==> config.mk <==
export PLATFORM = sky130hd
export DESIGN_NAME = bridge_pwm
export DESIGN_NICKNAME = d
export VERILOG_FILES = /design/src/rtl/bpwm_pkg.sv /design/src/rtl/bpwm_timebase.sv /design/src/rtl/bpwm_shadow.sv /design/src/rtl/bpwm_outctl.sv /design/src/rtl/bridge_pwm.sv
export SDC_FILE = /design/constraint.sdc
export NUM_CORES = 1
export LEC_CHECK = 0
export ABC_AREA = 1
export CAP_MARGIN = 10
export CELL_PAD_IN_SITES_DETAIL_PLACEMENT = 0
export CELL_PAD_IN_SITES_GLOBAL_PLACEMENT = 1
export CORE_MARGIN = 2
export CORE_UTILIZATION = 35
export DETAILED_ROUTE_END_ITERATION = 8
export MAX_ROUTING_LAYER = met4
export PLACE_DENSITY = 0.78
export SLEW_MARGIN = 20
export SYNTH_ARGS = -nofsm -noshare
export SYNTH_HDL_FRONTEND = slang
export SYNTH_SLANG_ARGS = --single-unit
==> constraint.sdc <==
create_clock -name clk -period 1.6 [get_ports clk]
set_input_delay 0.32 -clock clk [delete_from_list [all_inputs] [get_ports clk]]
set_output_delay 0.32 -clock clk [all_outputs]
set_load 0.005 [all_outputs]
==> src/rtl/bpwm_pkg.sv <==
package bpwm_pkg;
  typedef enum logic [1:0] {
    MODE_SINGLE = 2'b00,
    MODE_HALF   = 2'b01,
    MODE_FULL   = 2'b10,
    MODE_STEER  = 2'b11
  } out_mode_e;

  localparam int NUM_PINS = 4;
endpackage

==> src/rtl/bpwm_timebase.sv <==
module bpwm_timebase #(
  parameter int PER_W  = 8,
  parameter int FRAC_W = 2,
  localparam int CW    = PER_W + FRAC_W
) (
  input  logic             clk,
  input  logic             rst_n,
  input  logic             en_i,
  input  logic             tick_i,
  input  logic [PER_W-1:0] period_i,
  output logic [CW-1:0]    cnt_o,
  output logic             wrap_o
);
  logic [CW-1:0] cnt_q, cnt_d;
  logic          at_end;

  assign at_end = (cnt_q == {period_i, {FRAC_W{1'b1}}});
  assign wrap_o = en_i & tick_i & at_end;
  assign cnt_o  = cnt_q;

  always_comb begin
    cnt_d = cnt_q;
    if (!en_i) begin
      cnt_d = '0;
    end else if (tick_i) begin
      cnt_d = at_end ? '0 : cnt_q + CW'(1);
    end
  end

  always_ff @(posedge clk or negedge rst_n) begin
    if (!rst_n) cnt_q <= '0;
    else        cnt_q <= cnt_d;
  end
endmodule

==> src/rtl/bpwm_shadow.sv <==
module bpwm_shadow
  import bpwm_pkg::*;
#(
  parameter int DUTY_W = 10
) (
  input  logic                clk,
  input  logic                rst_n,
  input  logic                en_i,
  input  logic                wrap_i,
  input  logic [DUTY_W-1:0]   duty_i,
  input  out_mode_e           mode_i,
  input  logic                dir_i,
  input  logic                pol_i,
  input  logic [NUM_PINS-1:0] steer_i,
  output logic                running_o,
  output logic [DUTY_W-1:0]   duty_o,
  output out_mode_e           mode_o,
  output logic                dir_o,
  output logic                pol_o,
  output logic [NUM_PINS-1:0] steer_o
);
  logic load;
  logic run_d;

  assign load  = ~en_i | wrap_i;
  assign run_d = en_i & (running_o | wrap_i);

  always_ff @(posedge clk or negedge rst_n) begin
    if (!rst_n) running_o <= 1'b0;
    else        running_o <= run_d;
  end

  always_ff @(posedge clk or negedge rst_n) begin
    if (!rst_n) begin
      duty_o  <= '0;
      mode_o  <= MODE_SINGLE;
      dir_o   <= 1'b0;
      pol_o   <= 1'b0;
      steer_o <= '0;
    end else if (load) begin
      duty_o  <= duty_i;
      mode_o  <= mode_i;
      dir_o   <= dir_i;
      pol_o   <= pol_i;
      steer_o <= steer_i;
    end
  end
endmodule

==> src/rtl/bpwm_outctl.sv <==
module bpwm_outctl
  import bpwm_pkg::*;
#(
  parameter int DUTY_W = 10
) (
  input  logic                running_i,
  input  logic [DUTY_W-1:0]   cnt_i,
  input  logic [DUTY_W-1:0]   duty_i,
  input  out_mode_e           mode_i,
  input  logic                dir_i,
  input  logic                pol_i,
  input  logic [NUM_PINS-1:0] steer_i,
  output logic [NUM_PINS-1:0] pins_o
);
  logic                below;
  logic                lvl;
  logic [NUM_PINS-1:0] drive;

  assign below = (cnt_i < duty_i);
  assign lvl   = running_i & below;

  always_comb begin
    drive = '0;
    unique case (mode_i)
      MODE_SINGLE: drive[0] = lvl;
      MODE_HALF: begin
        drive[0] = lvl;
        drive[1] = running_i & ~below;
      end
      MODE_FULL: begin
        if (dir_i) begin
          drive[2] = running_i;
          drive[1] = lvl;
        end else begin
          drive[0] = running_i;
          drive[3] = lvl;
        end
      end
      MODE_STEER: drive = steer_i & {NUM_PINS{lvl}};
      default: drive = '0;
    endcase
  end

  for (genvar g = 0; g < NUM_PINS; g++) begin : g_pin
    assign pins_o[g] = drive[g] ^ pol_i;
  end
endmodule

==> src/rtl/bridge_pwm.sv <==
module bridge_pwm
  import bpwm_pkg::*;
#(
  parameter int PER_W  = 8,
  parameter int FRAC_W = 2,
  localparam int DUTY_W = PER_W + FRAC_W
) (
  input  logic                clk,
  input  logic                rst_n,
  input  logic                tick_i,
  input  logic                en_i,
  input  logic [PER_W-1:0]    period_i,
  input  logic [PER_W-1:0]    duty_hi_i,
  input  logic [FRAC_W-1:0]   duty_lo_i,
  input  logic [1:0]          mode_i,
  input  logic                dir_i,
  input  logic                pol_i,
  input  logic [NUM_PINS-1:0] steer_i,
  output logic [NUM_PINS-1:0] pwm_o,
  output logic                match_o
);
  logic                rst_meta_n, rst_sync_n;
  logic [DUTY_W-1:0]   cnt_q;
  logic                wrap;
  logic                running_q;
  logic [DUTY_W-1:0]   duty_q;
  out_mode_e           mode_q;
  logic                dir_q, pol_q;
  logic [NUM_PINS-1:0] steer_q;

  always_ff @(posedge clk or negedge rst_n) begin
    if (!rst_n) begin
      rst_meta_n <= 1'b0;
      rst_sync_n <= 1'b0;
    end else begin
      rst_meta_n <= 1'b1;
      rst_sync_n <= rst_meta_n;
    end
  end

  bpwm_timebase #(.PER_W(PER_W), .FRAC_W(FRAC_W)) u_tb (
    .clk      (clk),
    .rst_n    (rst_sync_n),
    .en_i     (en_i),
    .tick_i   (tick_i),
    .period_i (period_i),
    .cnt_o    (cnt_q),
    .wrap_o   (wrap)
  );

  bpwm_shadow #(.DUTY_W(DUTY_W)) u_sh (
    .clk       (clk),
    .rst_n     (rst_sync_n),
    .en_i      (en_i),
    .wrap_i    (wrap),
    .duty_i    ({duty_hi_i, duty_lo_i}),
    .mode_i    (out_mode_e'(mode_i)),
    .dir_i     (dir_i),
    .pol_i     (pol_i),
    .steer_i   (steer_i),
    .running_o (running_q),
    .duty_o    (duty_q),
    .mode_o    (mode_q),
    .dir_o     (dir_q),
    .pol_o     (pol_q),
    .steer_o   (steer_q)
  );

  bpwm_outctl #(.DUTY_W(DUTY_W)) u_oc (
    .running_i (running_q),
    .cnt_i     (cnt_q),
    .duty_i    (duty_q),
    .mode_i    (mode_q),
    .dir_i     (dir_q),
    .pol_i     (pol_q),
    .steer_i   (steer_q),
    .pins_o    (pwm_o)
  );

  assign match_o = wrap;
endmodule

==> metrics.txt, run 1 <==
fillers=467; Leak=approximately 1.7 nW; PD cells=between 500 and 600 nW/um^2; Final Setup Violations=34; DR iter-0 viols=95; hpwl dp=approximately 3.8 mm; gr ovfl total=0; RSZ-0062 raised after global routing=yes; Port Buffers=34; failing checks=setup timing; Fmax=452 MHz; area post-placement=2830 sq um; Tmin final=between 2000 and 2500 ps; # DRC=0; period utilisation layout=138%; clock sink count=31; worst setup slack after layout=-612 ps; Max-cap violations=0; first-pass GRT wire length=roughly 9 mm; Hold/Removal Path Class=input port to async pin; critical path cell sequence=ha_4 > a21oi_1 > nand2_2 > inv_2 > nand3_2 > nor2_2 > nand2_1 > nand2_1 > nand2_1 > nand2_1 > buf_2; worst path arrival time=around 1900 ps; worst skew pair latency=about 280 ps; Synth Warn #=0; Vert. Die Dim=80.1 um; layout cell share with drive strength beyond 1=a little under half; Synth cell types=31; Die W=80.1 um; commonest cells after routing, fill and taps aside=buf_4, nand2_1, inv_1; vias in the first global route=2,105; all-layer global routing usage=19.1%; Detailed Routing Iterations Pass 1=4; multi-input logic area=between 1000 and 1500 sq um; worst reg2reg path depth=13; syn nets=298; Post-Place Worst Slack=-734 ps; Cell Area, Synth=2020 sq um; CP dominant cell by count=nand2_1; ANT nets after route=0; Hold Vio Cnt, Final=0; Gate Count Post-Synth=258; WL/cell=~13 um; max-slew violations=0; clk buf depth=2; Mean Syn Cell Area=approximately 7.8 sq um; row cnt=27; worst hold slack=196 ps; worst-path fanout max=2; commonest non-fill, non-tap cell in the layout=buf_4; vias post-DR=about 2,100; num ports=35; final wirelength=5.72 mm; Worst Skew=7.38 ps; Final #Nets=just over 400; crit path max-delay cell type=dfrtp_1; finished layout cell area=approximately 3500 sq um; outcome=finished with violations; CP Depth=11; critical path endpoint category=output port; Die Area=6410 sq um; n_diodes=0; crit-path max cell delay=410 ps; CP startpoint kind=flip-flop; routability cong.=slightly below 0.9; CTS Root Cell=clkbuf_8; Finished Core Util=63.2%; core area=5540 sq um; largest net degree at the start of global routing=30; Max VDD drop=553 uV; register area share after synthesis=38.3%; Initial Util=36.5%; CTS tree=built; Vias/cell=4.79; H-Tree Depth=2; Worst EP required=1280 ps; register bit total from synthesis=31; Buf/Inv on CP=2; Worst path top cell family by delay=simple AND/OR/NAND/NOR gates; Clock transition at path regs=70 ps; Reg area=776 sq um; total power=1.98 mW; Area Overhead vs Synth=72.9%; crit path kind=flip-flop to output port; total CTS buffers=5; antenna violations before repair=0
## layout make-up
cell class / count / share of cell area [%]
Multi-Input combinational cell: 182 / 40.4
Timing Repair Buffer: 107 / 27.9
Sequential cell: 31 / 22.2
Inverter: 41 / 4.47
Tap cell: 72 / 2.57
Clock buffer: 6 / 2.36
Clock inverter: 1 / 0.143
## layer usage
metal  vias to the layer above  global-route usage, %  routed length, um
li1                       1053                      -                  -
met1                      1002                   23.8               2430
met2                        37                   31.3               2960
met3                        14                   4.16                206
met4                         0                   5.76                120
met5                         -                      -                  0
## cell usage after synthesis, drive strengths merged
cell | number | area [sq um]
o21ai | 24 | 180
inv | 41 | 154
nand2 | 79 | 309
xnor2 | 3 | 33.8
nor4 | 1 | 6.26
conb | 1 | 3.75
nor2 | 15 | 58.8
o22ai | 6 | 37.5
xor2 | 3 | 26.3
a2bb2oi | 1 | 8.76
nand3 | 19 | 95.1
ha | 10 | 125
a221oi | 1 | 8.76
dfrtp | 31 | 776
buf | 4 | 66.3
and2 | 1 | 6.26
nand4 | 6 | 52.6
nor3 | 6 | 41.3
a21oi | 5 | 28.8
or2 | 1 | 6.26
## logic make-up (layout without fill, tap and decap cells)
| family | count (synthesis) | in the layout | share of synthesized area [%] |
|---|---|---|---|
| compound gates | 37 | 37 | 13.0 |
| xor+xnor | 6 | 6 | 2.97 |
| buf+inv | 45 | 155 | 10.9 |
| simple gates | 128 | 128 | 28.4 |
| fa+ha+maj | 10 | 10 | 6.18 |
| flops | 31 | 31 | 38.3 |
| other cells | 1 | 1 | 0.185 |
## where the power goes
group	total [mW]	switching [mW]	internal [mW]
Combinational	0.514	0.247	0.268
Clock	0.613	0.276	0.337
Sequential	0.853	0.0212	0.831
Total	1.98	0.544	1.44
## path summary, 6_finish.rpt
check / endpoint / slack [ps] / start
min in group clk: rst_sync_n / 350 / rst_meta_n
max: pwm_o[0] / -610 / u_tb.cnt_o[9]
max reg2reg: u_sh.duty_o[9] / -370 / u_tb.cnt_o[5]
min: rst_sync_n / 200 / rst_n
min reg2reg: u_sh.steer_o[0] / 240 / rst_sync_n
max in group asynchronous: u_tb.cnt_o[8] / 1070 / rst_sync_n
## sequential cells by signal, summed over array words and instances, names as in the netlist
signal          cells
rst_sync_n          1
u_sh.dir_o          1
u_sh.mode_o         2
rst_meta_n          1
u_sh.steer_o        4
u_sh.running_o      1
u_tb.cnt_o         10
u_sh.duty_o        10
u_sh.pol_o          1
## timing repair
item	CTS	global route
hold buffers	0	0
endpoints found under the setup margin	34	34
buffers inserted	20	7
resized for setup	83	44
pin swaps	24	20
cloned	2	0
## stage by stage
stage          cells  TNS, ps
2_1_floorplan    258     -437
3_3_place_gp     414   -12940
3_5_place_dp     414   -13200
4_1_cts          439   -10870
5_1_grt          440   -14290
6_report         440   -11680
Note: power is estimated with default switching activity, not from simulation.
==> inputs of run 2 (changes only) <==
--- a/config.mk
+++ b/config.mk
@@ -7,13 +7,13 @@
 export LEC_CHECK = 0
 export ABC_AREA = 1
 export CAP_MARGIN = 10
-export CELL_PAD_IN_SITES_DETAIL_PLACEMENT = 0
+export CELL_PAD_IN_SITES_DETAIL_PLACEMENT = 1
 export CELL_PAD_IN_SITES_GLOBAL_PLACEMENT = 1
 export CORE_MARGIN = 2
-export CORE_UTILIZATION = 35
+export CORE_UTILIZATION = 39
 export DETAILED_ROUTE_END_ITERATION = 8
 export MAX_ROUTING_LAYER = met4
-export PLACE_DENSITY = 0.78
+export PLACE_DENSITY = 0.82
 export SLEW_MARGIN = 20
 export SYNTH_ARGS = -nofsm -noshare
 export SYNTH_HDL_FRONTEND = slang
==> constraint.sdc (replaced) <==
create_clock -name clk -period 2.3 [get_ports clk]
set_input_delay 0.46 -clock clk [delete_from_list [all_inputs] [get_ports clk]]
set_output_delay 0.46 -clock clk [all_outputs]
set_load 0.005 [all_outputs]
==> run 2 against run 1 <==
Against the previous run: the run still ends with setup timing left; first-iteration DRC count increased by 3.2%; setup slack improved by 330 ps; clock-buffer cell count stayed put; critical path depth up 1; global-route usage rose by 4.5 points; critical endpoint is now pwm_o[1]; largest cell class unchanged; largest power group unchanged.
==> metrics.txt, run 2 (synthesis results as in run 1) <==
clock sink count=31; CTS tree=built; total power=1.47 mW; P_sw=approximately 0.40 mW; n_diodes=0; Vias/cell=5.16; crit path kind=flip-flop to output port; first-pass GRT wire length=10.5 mm; vias post-DR=2,115; outcome=finished with violations; worst skew pair latency=290 ps; Die W=76.0 um; P_int=1.07 mW; vias in the first global route=approximately 2,200; Max VDD drop=325 uV; Flop pwr share=40.5%; max-slew violations=0; worst path arrival time=2120 ps; commonest non-fill, non-tap cell in the layout=nand2_1; Final Setup Violations=4; Hold/Removal Path Class=flip-flop to async pin; H-Tree Depth=2; metal1 wirelength=2.90 mm; Vert. Die Dim=76.0 um; routability cong.=0.850; Finished Core Util=60.2%; antenna violations before repair=0; final wirelength=6.92 mm; worst-path fanout max=3; wire length on met2=3.62 mm; num ports=35; Port Buffers=34; Fmax=387 MHz; CTS Root Cell=clkbuf_8; Die Area=a little under 6000 sq um; Hold Vio Cnt, Final=0; met3 WL post-DR=about 250 um; largest net degree at the start of global routing=30; DR iter-0 viols=a little under 100; clk buf depth=2; hpwl dp=4.41 mm; Detailed Routing Iterations Pass 1=4; Max-cap violations=0; Initial Util=40.1%; clock power share=38.9%; Worst Skew=around 11 ps; WL/cell=16.9 um; all-layer global routing usage=23.6%; worst setup slack after layout=-284 ps; layout cell share with drive strength beyond 1=34.1%; Post-Place Worst Slack=-302 ps; CP startpoint kind=flip-flop; gr ovfl total=0; ANT nets after route=0; Comb pwr share=20.6%; worst hold slack=276 ps; core area=5040 sq um; CTS Hold Bufs=0; Tmin final=2580 ps; failing checks=setup timing; Final #Nets=379; Clock transition at path regs=80 ps; commonest cells after routing, fill and taps aside=nand2_1, buf_4, inv_1; sw frac=27.1%; DR top layer=met4; Leak=approximately 1.5 nW; setup tns final=-808 ps; PD cells=485 nW/um^2; row cnt=26; # DRC=0; period utilisation layout=112%; RSZ-0062 raised after global routing=yes; Worst EP required=1840 ps; critical path endpoint category=output port; Area Overhead vs Synth=50.1%; total CTS buffers=5
-- run 2: path summary, 6_finish.rpt --
kind	from	to	slack, ps	cells after the start
min in group clk	rst_meta_n	rst_sync_n	370	0
min reg2reg	rst_sync_n	u_sh.steer_o[3]	280	1
max in group asynchronous	rst_sync_n	u_tb.cnt_o[5]	1710	1
min	rst_sync_n	u_sh.steer_o[3]	280	1
max	u_tb.cnt_o[5]	pwm_o[1]	-280	12
max reg2reg	u_tb.cnt_o[8]	u_tb.cnt_o[2]	410	9
-- run 2: per-stage QoR --
step / area [sq um] / cells
after floorplan: 2020 / 258
final: 3040 / 410
after global routing: 3040 / 410
after global placement: 2660 / 391
after CTS: 2890 / 405
after detailed placement: 2660 / 391
-- run 2: layout make-up --
class | count | area, sq um
clock inverter | 2 | 35.0
tap | 70 | 87.6
multi-input combinational | 182 | 1210
fill | 599 | 2000
timing repair buffer | 78 | 692
clock buffer | 6 | 82.6
inverter | 41 | 156
sequential | 31 | 777
-- run 2: power groups by stage --
stage | sequential (mW) | combinational [mW] | clock, mW
3_3_place_gp | 0.602 | 0.256 | 0
4_1_cts | 0.595 | 0.280 | 0.582
5_1_grt | 0.601 | 0.331 | 0.603
2_1_floorplan | 0.607 | 0.129 | 0
6_report | 0.598 | 0.304 | 0.573
3_5_place_dp | 0.604 | 0.268 | 0
-- run 2: routing by layer --
metal,up-vias,track usage (%)
li1,992,-
met1,1046,26.9
met2,58,42.2
met3,19,4.27
met4,0,7.45
met5,-,-
-- run 2: timing repair --
action,in CTS,in global routing
pin swaps,19,16
gates resized for setup,39,30
setup endpoints to repair,5,5
buffers inserted,7,5
-- run 2: critical path, cell delays in order, from the launching register on --
cell	delay, ps
dfrtp_2	450
ha_4	250
nand2_4	80
inv_1	50
nand2_1	80
nand2_2	80
buf_4	140
a21oi_4	160
nand4_1	150
nand3_1	130
nand2_1	70
nand2_1	80
buf_2	110
